<file path="src/rtl/wsel_arbiter.sv">
module wsel_arbiter #(
  parameter int NCH    = 20,
  parameter int WW     = 4,
  parameter int BUDGET = 100
) (
  input  logic                    clk,
  input  logic                    rst_n,
  input  logic [NCH-1:0]          pend_set,
  input  logic [NCH-1:0]          rx_kind,
  input  logic [NCH*WW-1:0]       def_wt,
  input  logic                    req,
  input  logic                    done,
  input  logic                    done_clr,
  output logic                    sel_valid,
  output logic [$clog2(NCH)-1:0]  sel_idx,
  output logic                    yield,
  output logic                    active,
  output logic [NCH-1:0]          pend_q
);
  localparam int IW = $clog2(NCH);
  localparam int BW = $clog2(BUDGET + 1);

  typedef enum logic [1:0] {S_IDLE, S_PICK, S_WAIT} st_t;

  st_t            st;
  logic [BW-1:0]  cnt;
  logic [IW-1:0]  idx;
  logic [WW-1:0]  wt [NCH];
  logic [IW-1:0]  best;
  logic [WW-1:0]  best_w;
  logic           hit;
  logic [NCH-1:0] clr_mask;

  always_comb begin
    hit    = 1'b0;
    best   = '0;
    best_w = '0;
    for (int i = 0; i < NCH; i++) begin
      if (pend_q[i] && wt[i] > best_w) begin
        hit    = 1'b1;
        best   = IW'(i);
        best_w = wt[i];
      end
    end
  end

  always_comb begin
    clr_mask = '0;
    if (st == S_WAIT && done && done_clr) clr_mask[idx] = 1'b1;
  end

  always_ff @(posedge clk) begin
    if (!rst_n) begin
      st     <= S_IDLE;
      cnt    <= '0;
      idx    <= '0;
      yield  <= 1'b0;
      pend_q <= '0;
      for (int i = 0; i < NCH; i++) wt[i] <= def_wt[i*WW +: WW];
    end else begin
      yield  <= 1'b0;
      pend_q <= (pend_q & ~clr_mask) | pend_set;
      case (st)
        S_IDLE: if (req) begin
          cnt <= BW'(BUDGET);
          st  <= S_PICK;
        end
        S_PICK: begin
          if (pend_q == '0) begin
            st <= S_IDLE;
          end else if (cnt == '0) begin
            yield <= 1'b1;
            st    <= S_IDLE;
          end else if (hit) begin
            idx <= best;
            cnt <= cnt - BW'(1);
            st  <= S_WAIT;
          end else begin
            for (int i = 0; i < NCH; i++) wt[i] <= def_wt[i*WW +: WW];
            cnt <= cnt - BW'(1);
          end
        end
        S_WAIT: if (done) begin
          if (rx_kind[idx] && wt[idx] != '0) wt[idx] <= wt[idx] - WW'(1);
          st <= S_PICK;
        end
        default: st <= S_IDLE;
      endcase
    end
  end

  assign sel_valid = (st == S_WAIT);
  assign sel_idx   = idx;
  assign active    = (st != S_IDLE);
endmodule

</file>
<file path="config.mk">
export PLATFORM = sky130hd
export DESIGN_NAME = wsel_arbiter
export DESIGN_NICKNAME = d
export VERILOG_FILES = /design/src/rtl/wsel_arbiter.sv
export SDC_FILE = /design/constraint.sdc
export NUM_CORES = 1
export LEC_CHECK = 0
export BUFFER_PORTS_ARGS = -buffer_cell sky130_fd_sc_hd__buf_4
export CORE_ASPECT_RATIO = 1.2
export CORE_MARGIN = 5
export CORE_UTILIZATION = 62
export CTS_CLUSTER_SIZE = 10
export DETAILED_ROUTE_END_ITERATION = 12
export PLACE_DENSITY = 0.95
export SLEW_MARGIN = 30
export SYNTH_ARGS = -nofsm -noshare
export SYNTH_HDL_FRONTEND = slang
export SYNTH_SLANG_ARGS = --single-unit
export TNS_END_PERCENT = 30
</file>
<file path="constraint.sdc">
create_clock -name clk -period 42.1 [get_ports clk]
set_clock_uncertainty 0.15 [all_clocks]
set_input_delay 4.21 -clock clk [delete_from_list [all_inputs] [get_ports clk]]
set_output_delay 4.21 -clock clk [all_outputs]
set_load 0.03 [all_outputs]
</file>
# Yosys cells after proc, flatten, opt, wreduce, memory -nomap -nowiden
# Memory sizes are Yosys's and may differ from the RTL's. A register that Yosys moved wholly into a read port is not among the register bits.
# Cells that the tools add are included.
# word_totals
out_inout_bits,28
latch_bits,0
wordCells,210
register_bits,35
mem_count,1
mem_bits_ro,0
mem_bits_rw,80
# memory_table
memory,depth,word_bits,read_ports,rd_ports_with_merged_regs,write_ports,line_no,rtl
wt,20,4,21,1,20,28,logic [WW-1:0] wt [NCH];
# classes
eq_ne,7
muxes,111
shifts,0
multipliers,0
addsub,2
order_cmp,22
n_reduce_logical,35
n_bitwise,27
div_mod_pow,0
# op_table
cell,n
$mux W4,40
$mux W5,21
$gt A4 B4 Y1,19
$mux W1,37
$logic_and A1 B1 Y1,24
$mux W7,3
$and A20 B20 Y20,1
$logic_not A20 Y1,1
$mux W20,1
$not A20 Y20,1
$or A1 B1 Y1,20
$or A20 B20 Y20,1
$pmux W7 S2,1
$mux W2,5
$ne A2 B2 Y1 const B,4
$reduce_and A4 Y1,2
$logic_not A7 Y1,1
$sub A7 B1 Y7 const B,1
$lt A5 B6 Y1 const B,1
$pmux W2 S3,1
$bmux W1 S5,1
$demux W1 S5,1
$ge A5 B1 Y1 const B,1
$gt A4 B1 Y1 const B,1
11 further kinds,15

# Depth between registers and ports, before layout
# Gate-level depths: netlist of run 1.
# An unclocked memory read counts as a cell.
# logic_depth
depth_word,69
depth_mapped,164
depth_no_buf,160

# Worst setup path after synthesis of run 1
# OpenSTA, ideal clock, no wires.
# synth_path
path_type,register to register
start,register pend_q[0]
end,memory wt[16][0] (enable)
path_buffers,5
arrival_time_ns,27.992
period_less_slack_ns,28.450
slack_ns,13.650
setup_time_ns,0.309
stages_incl_launch_ff,151
required_ns,41.641
path_cell_list,dfxtp_1 -> nand2_1 -> ha_1 -> nor2b_1 -> o211ai_1 -> a21oi_1 -> mux2_2 -> ha_1 -> nand2b_1 -> nor3b_1 -> o41ai_2 -> o211a_1 -> buf_6 -> mux2_2 -> inv_1 -> ha_1 -> a21oi_1 -> maj3_1 -> [... 115 more ...] -> buf_6 -> mux2i_2 -> ha_1 -> nor2b_1 -> o21ai_0 -> nand2b_1 -> a21oi_1 -> nor2_1 -> mux2_2 -> ha_1 -> a21oi_1 -> o22ai_1 -> o221a_2 -> nor2_1 -> and4b_1 -> a31oi_1 -> buf_4 -> nand2_1
# synth_rtl
element,line_no,rtl
from (decl),18,output logic [NCH-1:0] pend_q
from (signal assigned),62,pend_q <= (pend_q & ~clr_mask) | pend_set;
to (decl),28,

==> results of run 1 <==
==> registers in the layout, summed over array words and instances (netlist names), named ones only <==
register,cells
cnt,7
pend_q,20
sel_idx,5
st,2
wt,128
yield,1
==> worst max-delay path by stage <==
| stage | from | to | slack (ps) |
|---|---|---|---|
| 6_report | pend_q[0] | wt[3][3] | 8970 |
| 5_1_grt | pend_q[0] | wt[15][3] | 7030 |
| 4_1_cts | pend_q[0] | wt[4][2] | 9720 |
| 3_5_place_dp | pend_q[0] | wt[3][2] | 9900 |
| 3_3_place_gp | pend_q[0] | wt[17][0] | 10890 |
| 2_1_floorplan | pend_q[0] | wt[16][0] | 13650 |
==> Yosys cell counts, types with 4 or more instances <==
library cell  number
dfxtp_1           40
o21ai_0           65
xor2_1             7
buf_1              5
o21a_1            11
a31oi_1           11
o31ai_1            5
nand3_1           28
nor3b_1            4
inv_1             97
or3_1              7
o211a_1            5
and2_1            15
nor3_1            20
nand3b_1           4
clkbuf_1          31
xnor2_1           13
ha_1              59
mux2i_1           17
mux4_2            46
a21o_1            12
nand2b_1          12
and3_1            14
mux2_2            80
nand4_1            8
nor2_1            60
o211ai_1          11
a211o_1            6
a211oi_1           4
edfxtp_1         128
nand2_1          123
a21oi_1           71
a221oi_1           4
nor2b_1           12
o2111ai_1          5
nor4_1             8
==> worst max-delay path, delay by kind of cell (launching register included) <==
kind	cells	cell delay [ps]
AO/OA/AOI/OAI	62	13890
AND/OR/NAND/NOR	36	5850
adder cells (fa/ha/maj)	22	5930
flip-flops	1	500
multiplexers	17	5590
buffers and inverters	9	940
==> metrics by stage <==
step / hold WS [ps] / cell area, sq um / utilization (%)
finish: 420 / 14000 / 74.3
global route: 430 / 14000 / 74.3
CTS: 414 / 14000 / 74.3
detailed placement: 398 / 13300 / 71.0
global placement: 376 / 13300 / 71.0
floorplan: 334 / 11900 / -
==> layout by cell type (no fill, tap or decap), drive strengths merged, types with 6 or more instances in the layout <==
cell	synthesis	routed
a211o	6	6
buf	10	161
nand4	8	8
and2	16	16
nand2	125	125
edfxtp	128	128
mux2	85	85
o211ai	12	12
clkinv	1	7
o21ai	67	67
mux4	46	46
xnor2	13	13
ha	59	59
o31ai	7	7
nor2b	12	12
conb	1	48
a21oi	74	74
dfxtp	40	40
a31oi	11	11
a211oi	7	7
or3	7	7
nor4	8	8
o21a	11	11
nor2	61	61
xor2	7	7
mux2i	20	20
and3	15	15
clkbuf	31	17
a21o	12	12
nor3	20	20
nand2b	12	12
a221oi	7	7
nand3	28	28
inv	97	106
==> power breakdown <==
part           switching (W)  internal [W]  leakage (nW)
Combinational       0.000403      0.000267          3.86
Sequential         0.0000312      0.000238          1.59
Clock              0.0000800     0.0000816         0.300
==> final cells by class <==
| class | instances | share of cell area (%) |
|---|---|---|
| Clock buffer | 17 | 3.05 |
| Clock inverter | 15 | 1.39 |
| Timing Repair Buffer | 161 | 8.66 |
| Sequential cell | 168 | 33.3 |
| Tap cell | 256 | 2.29 |
| Inverter | 98 | 2.63 |
| Multi-Input combinational cell | 872 | 48.7 |
==> cell families (layout without fill, tap and decap cells) <==
logic type	after synthesis	after routing	synth area share, %
xor+xnor	20	20	1.49
mux	151	151	18.8
other cells	1	48	0.0319
flops	168	168	39.5
simple gates	331	331	13.6
compound gates	260	260	15.5
buf+inv	139	291	4.66
fa+ha+maj	62	62	6.53
==> routing by layer <==
layer / share of wire, % / vias up / track usage [%]
met5: 0 / - / 0
met4: 5.4 / 0 / 15.7
met3: 10 / 157 / 8.02
met2: 49 / 677 / 54.6
met1: 35 / 4921 / 38.6
li1: - / 4579 / -
==> results.sh, run 1 <==
export IMPL_min_path_cells=2
export IMPL_synth_warnings=0
export IMPL_postCtsHoldBufs=0
export IMPL_cts_buffer_depth=2
export IMPL_htreeDepth=4
export IMPL_antenna_cells=0
export IMPL_hold_class="flip-flop to flip-flop"
export IMPL_synth_edf_count=128
export IMPL_fin_cells=1587
export IMPL_cts_made_buffers=17
export IMPL_status="finished, final reports clean"
export IMPL_dieArea_sq_mm=0.0219
export IMPL_crit_top_cell="ha_1"
export IMPL_ant_nets=0
export IMPL_vdd_drop_max_v=0.0000592
export IMPL_worstSetupStartpointType="flip-flop"
export IMPL_clock_root_buffer="clkbuf_16"
export IMPL_portBuffers=152
export IMPL_cp_required_ps=42120
export IMPL_grt_pass1_vias=10300
export IMPL_drv_cap=0
export IMPL_multi_input_area_sq_mm=0.00680
export IMPL_post_drt_wl_per_cell_microns=22.6
export IMPL_postCtsSetupBuffers=0
export IMPL_fillers=1297
export IMPL_power_leakage_nw=5.75
export IMPL_placementRows=55
export IMPL_synth_top_area_share_pct=32.6
export IMPL_hold_start="cnt[4]"
export IMPL_setup_violations=0
export IMPL_grt_max_degree=35
export IMPL_io_pins=153
export IMPL_ctsResizeCount=0
export IMPL_max_freq_ghz=0.0302
export IMPL_hold_viol=0
export IMPL_rsz0062_at_grt="false"
export IMPL_cp_slowest_stage_delay_ps=730
export IMPL_drive_above_1_share_pct=26.9
export IMPL_fin_crit_sh_pct=78.7
export IMPL_drt_pre_antenna_iters=6
export IMPL_synth_area_leaders="edfxtp_1 (33%), mux4_2 (8.8%), mux2_2 (7.7%)"
export IMPL_drc=0
export IMPL_antenna_found_initial=0
export IMPL_r2r_end="wt[3][3]"
export IMPL_place_inst=1555
export IMPL_clock_sinks=168
export IMPL_synth_ff_type="edfxtp_1"
export IMPL_drt_total_wl_microns=35900
export IMPL_slew_viol_final=0
export IMPL_worstSetupEndpointType="flip-flop"
export IMPL_grt_pass1_wl_microns=54500
export IMPL_async_flop_share_pct=0
export IMPL_slew_headroom_pct=44.6
export IMPL_area_growth_pct=18.6
export IMPL_syn_area_per_cell_sq_um=10.4
export IMPL_r2r_slack_ps=8970
export IMPL_worstPathMaxFanout=13
export IMPL_num_vias=10300
export IMPL_holdPathEnd="cnt[4]"
export IMPL_total_power_w=0.00110
export IMPL_place_congestion=0.964
export IMPL_clock_latency_ps=440
export IMPL_fin_nets=1502
export IMPL_synth_distinct_cells=90
export IMPL_syn_area_sq_mm=0.0118
export IMPL_cts_clk_slew_worst_paths_ps=80
export IMPL_crit_slowest_cell="a211oi_2"
export IMPL_syn_inst=1132
export IMPL_tightestPinTransition_ps=831
export IMPL_crit_arrival_ps=33150
export IMPL_dpl_hpwl_microns=26900
export IMPL_seq_area_frac_synth_pct=39.5
export IMPL_synth_seq_cells=168
export IMPL_fp_dieW_microns=136
export IMPL_p_per_area_mw_per_mm2=78.8
export IMPL_die_h_microns=161
export IMPL_fin_ws_ps=8970
export IMPL_r2r_cells=146
export IMPL_reg2reg_from="pend_q[0]"
export IMPL_grt_overflow=0
export IMPL_start_util_pct=62.7
export IMPL_drt_iter0_markers=1343
export IMPL_fin_crit_ps=33130
export IMPL_grt_total_usage_pct=32.4
export IMPL_synth_top_cell_by_area="edfxtp_1"
export IMPL_routed_via_density=6.51
export IMPL_path_class="flip-flop to flip-flop"
export IMPL_pre_cts_ws_ps=9900
export IMPL_cts_tree="done"
export IMPL_core_area_sq_mm=0.0188
export IMPL_tns_ps=0
export IMPL_register_area_sq_mm=0.00465
Power figures use the tool's default switching activity.
==> run 2: changes to the inputs <==
--- a/config.mk
+++ b/config.mk
@@ -8,10 +8,10 @@
 export BUFFER_PORTS_ARGS = -buffer_cell sky130_fd_sc_hd__buf_4
 export CORE_ASPECT_RATIO = 1.2
 export CORE_MARGIN = 5
-export CORE_UTILIZATION = 62
+export CORE_UTILIZATION = 59
 export CTS_CLUSTER_SIZE = 10
 export DETAILED_ROUTE_END_ITERATION = 12
-export PLACE_DENSITY = 0.95
+export PLACE_DENSITY = 0.91
 export SLEW_MARGIN = 30
 export SYNTH_ARGS = -nofsm -noshare
 export SYNTH_HDL_FRONTEND = slang
==> constraint.sdc (replaced) <==
create_clock -name clk -period 34 [get_ports clk]
set_clock_uncertainty 0.15 [all_clocks]
set_input_delay 3.4 -clock clk [delete_from_list [all_inputs] [get_ports clk]]
set_output_delay 3.4 -clock clk [all_outputs]
set_load 0.03 [all_outputs]
==> results.sh, run 2 (synthesis results as in run 1) <==
export IMPL_status="finished, final reports clean"
export IMPL_setup_violations=0
export IMPL_drt_total_wl_microns=35800
export IMPL_antenna_cells=0
export IMPL_drv_cap=0
export IMPL_final_area_sq_mm=0.0141
export IMPL_crit_arrival_ps=32120
export IMPL_total_power_w=0.00137
export IMPL_area_growth_pct=19.5
export IMPL_rsz0062_at_grt="false"
export IMPL_fin_crit_ps=32140
export IMPL_clock_root_buffer="clkbuf_16"
export IMPL_mostFrequentLayoutCell="buf_4"
export IMPL_crit_start="pend_q[0]"
export IMPL_p_per_area_mw_per_mm2=97.2
export IMPL_clock_sinks=168
export IMPL_vdd_drop_max_v=0.0000649
export IMPL_fillers=1415
export IMPL_cp_required_ps=33980
export IMPL_max_freq_ghz=0.0311
export IMPL_grt_total_usage_pct=30.5
export IMPL_path_class="flip-flop to flip-flop"
export IMPL_die_h_microns=165
export IMPL_hold_class="flip-flop to flip-flop"
export IMPL_cts_tree="done"
export IMPL_fin_nets=1510
export IMPL_multi_input_area_sq_mm=0.00684
export IMPL_register_area_sq_mm=0.00465
export IMPL_hold_start="cnt[1]"
export IMPL_tightestPinTransition_ps=903
export IMPL_grt_overflow=0
export IMPL_grt_pass1_wl_microns=54100
export IMPL_routed_via_density=6.40
export IMPL_start_util_pct=60.0
export IMPL_fin_crit_sh_pct=94.5
export IMPL_place_inst=1560
export IMPL_num_vias=10200
export IMPL_postCtsHoldBufs=0
export IMPL_cts_made_buffers=17
export IMPL_placementRows=56
export IMPL_worstSetupEndpointType="flip-flop"
export IMPL_worstSetupStartpointType="flip-flop"
export IMPL_dieArea_sq_mm=0.0229
export IMPL_regMostFlops="wt"
export IMPL_worstPathMaxFanout=12
export IMPL_slew_headroom_pct=39.8
export IMPL_io_pins=153
export IMPL_hold_viol=0
export IMPL_cts_clk_slew_worst_paths_ps=70
export IMPL_core_area_sq_mm=0.0196
export IMPL_drive_above_1_share_pct=27.5
export IMPL_antenna_found_initial=1
export IMPL_htreeDepth=4
export IMPL_layout_cells_most_common_list="buf_4 (166), edfxtp_1 (128), nand2_1 (123), inv_1 (97), mux2_2 (80)"
export IMPL_clock_latency_ps=440
export IMPL_tns_ps=0
export IMPL_drt_pre_antenna_iters=6
export IMPL_fin_cells=1600
export IMPL_drt_iter0_markers=1081
export IMPL_place_congestion=0.997
export IMPL_reg2reg_from="pend_q[0]"
export IMPL_fp_dieW_microns=139
export IMPL_crit_top_cell="ha_1"
export IMPL_grt_max_degree=34
export IMPL_crit_slowest_cell="dfxtp_1"
export IMPL_slew_viol_final=0
export IMPL_drc=0
export IMPL_dpl_hpwl_microns=26700
export IMPL_largest_register_ffs=128
export IMPL_grt_pass1_vias=10100
export IMPL_placed_cell_area_sq_mm=0.0134
export IMPL_power_leakage_nw=5.79
export IMPL_ant_nets=0
export IMPL_cts_buffer_depth=2
export IMPL_post_drt_wl_per_cell_microns=22.4
export IMPL_portBuffers=152
export IMPL_hold_ws_ps=401
export IMPL_cp_slowest_stage_delay_ps=510
export IMPL_top_regs="wt x128, pend_q x20, cnt x7"
[run 2: path summary, 6_finish.rpt]
check,cells past startpoint,slack [ps],endpoint
max reg2reg,147,1860,wt[6][3]
max,147,1860,wt[6][3]
min,2,400,cnt[1]
min reg2reg,2,400,cnt[1]
[run 2: through the flow]
step | setup slack (ps) | utilization, %
finish | 1860 | 71.7
global route | 23.1 | 71.7
CTS | 1210 | 71.1
floorplan | 5550 | -
global placement | 2450 | 68.0
detailed placement | 1560 | 68.0
[run 2: report_power, final]
| group | switching [W] | internal (W) | total [W] |
|---|---|---|---|
| logic | 0.000498 | 0.000337 | 0.000835 |
| clock network | 0.0000978 | 0.0000997 | 0.000197 |
| registers | 0.0000401 | 0.000294 | 0.000334 |
| total | 0.000636 | 0.000731 | 0.00137 |
[run 2: worst max-delay path: cells and delay by family (launching register included)]
family,cells,cell delay [ps]
buf+inv,12,1100
compound gates,59,12400
simple gates,35,5730
fa+ha+maj,22,6160
flops,1,510
mux,19,5730
[run 2: final cells by class]
type | count | share of cell area, %
multi-input combinational | 873 | 48.6
tap | 261 | 2.32
clock buffer | 17 | 3.02
inverter | 98 | 2.62
sequential | 168 | 33.0
clock inverter | 15 | 1.23
timing repair buffer | 168 | 9.15
[run 2: metal layers]
layer  vias up  GRT usage, %  wire, microns
met5         -             0             12
met4         2          15.9           2170
met3       149          6.89           3550
met2       631          51.7          17300
met1      4837          36.6          12800
li1       4613             -              -
[run 2: what timing repair did]
| item | in CTS | in global routing |
|---|---|---|
| setup buffers | 0 | 7 |
| setup endpoints to repair | 0 | 92 |
| resized for setup | 0 | 6 |
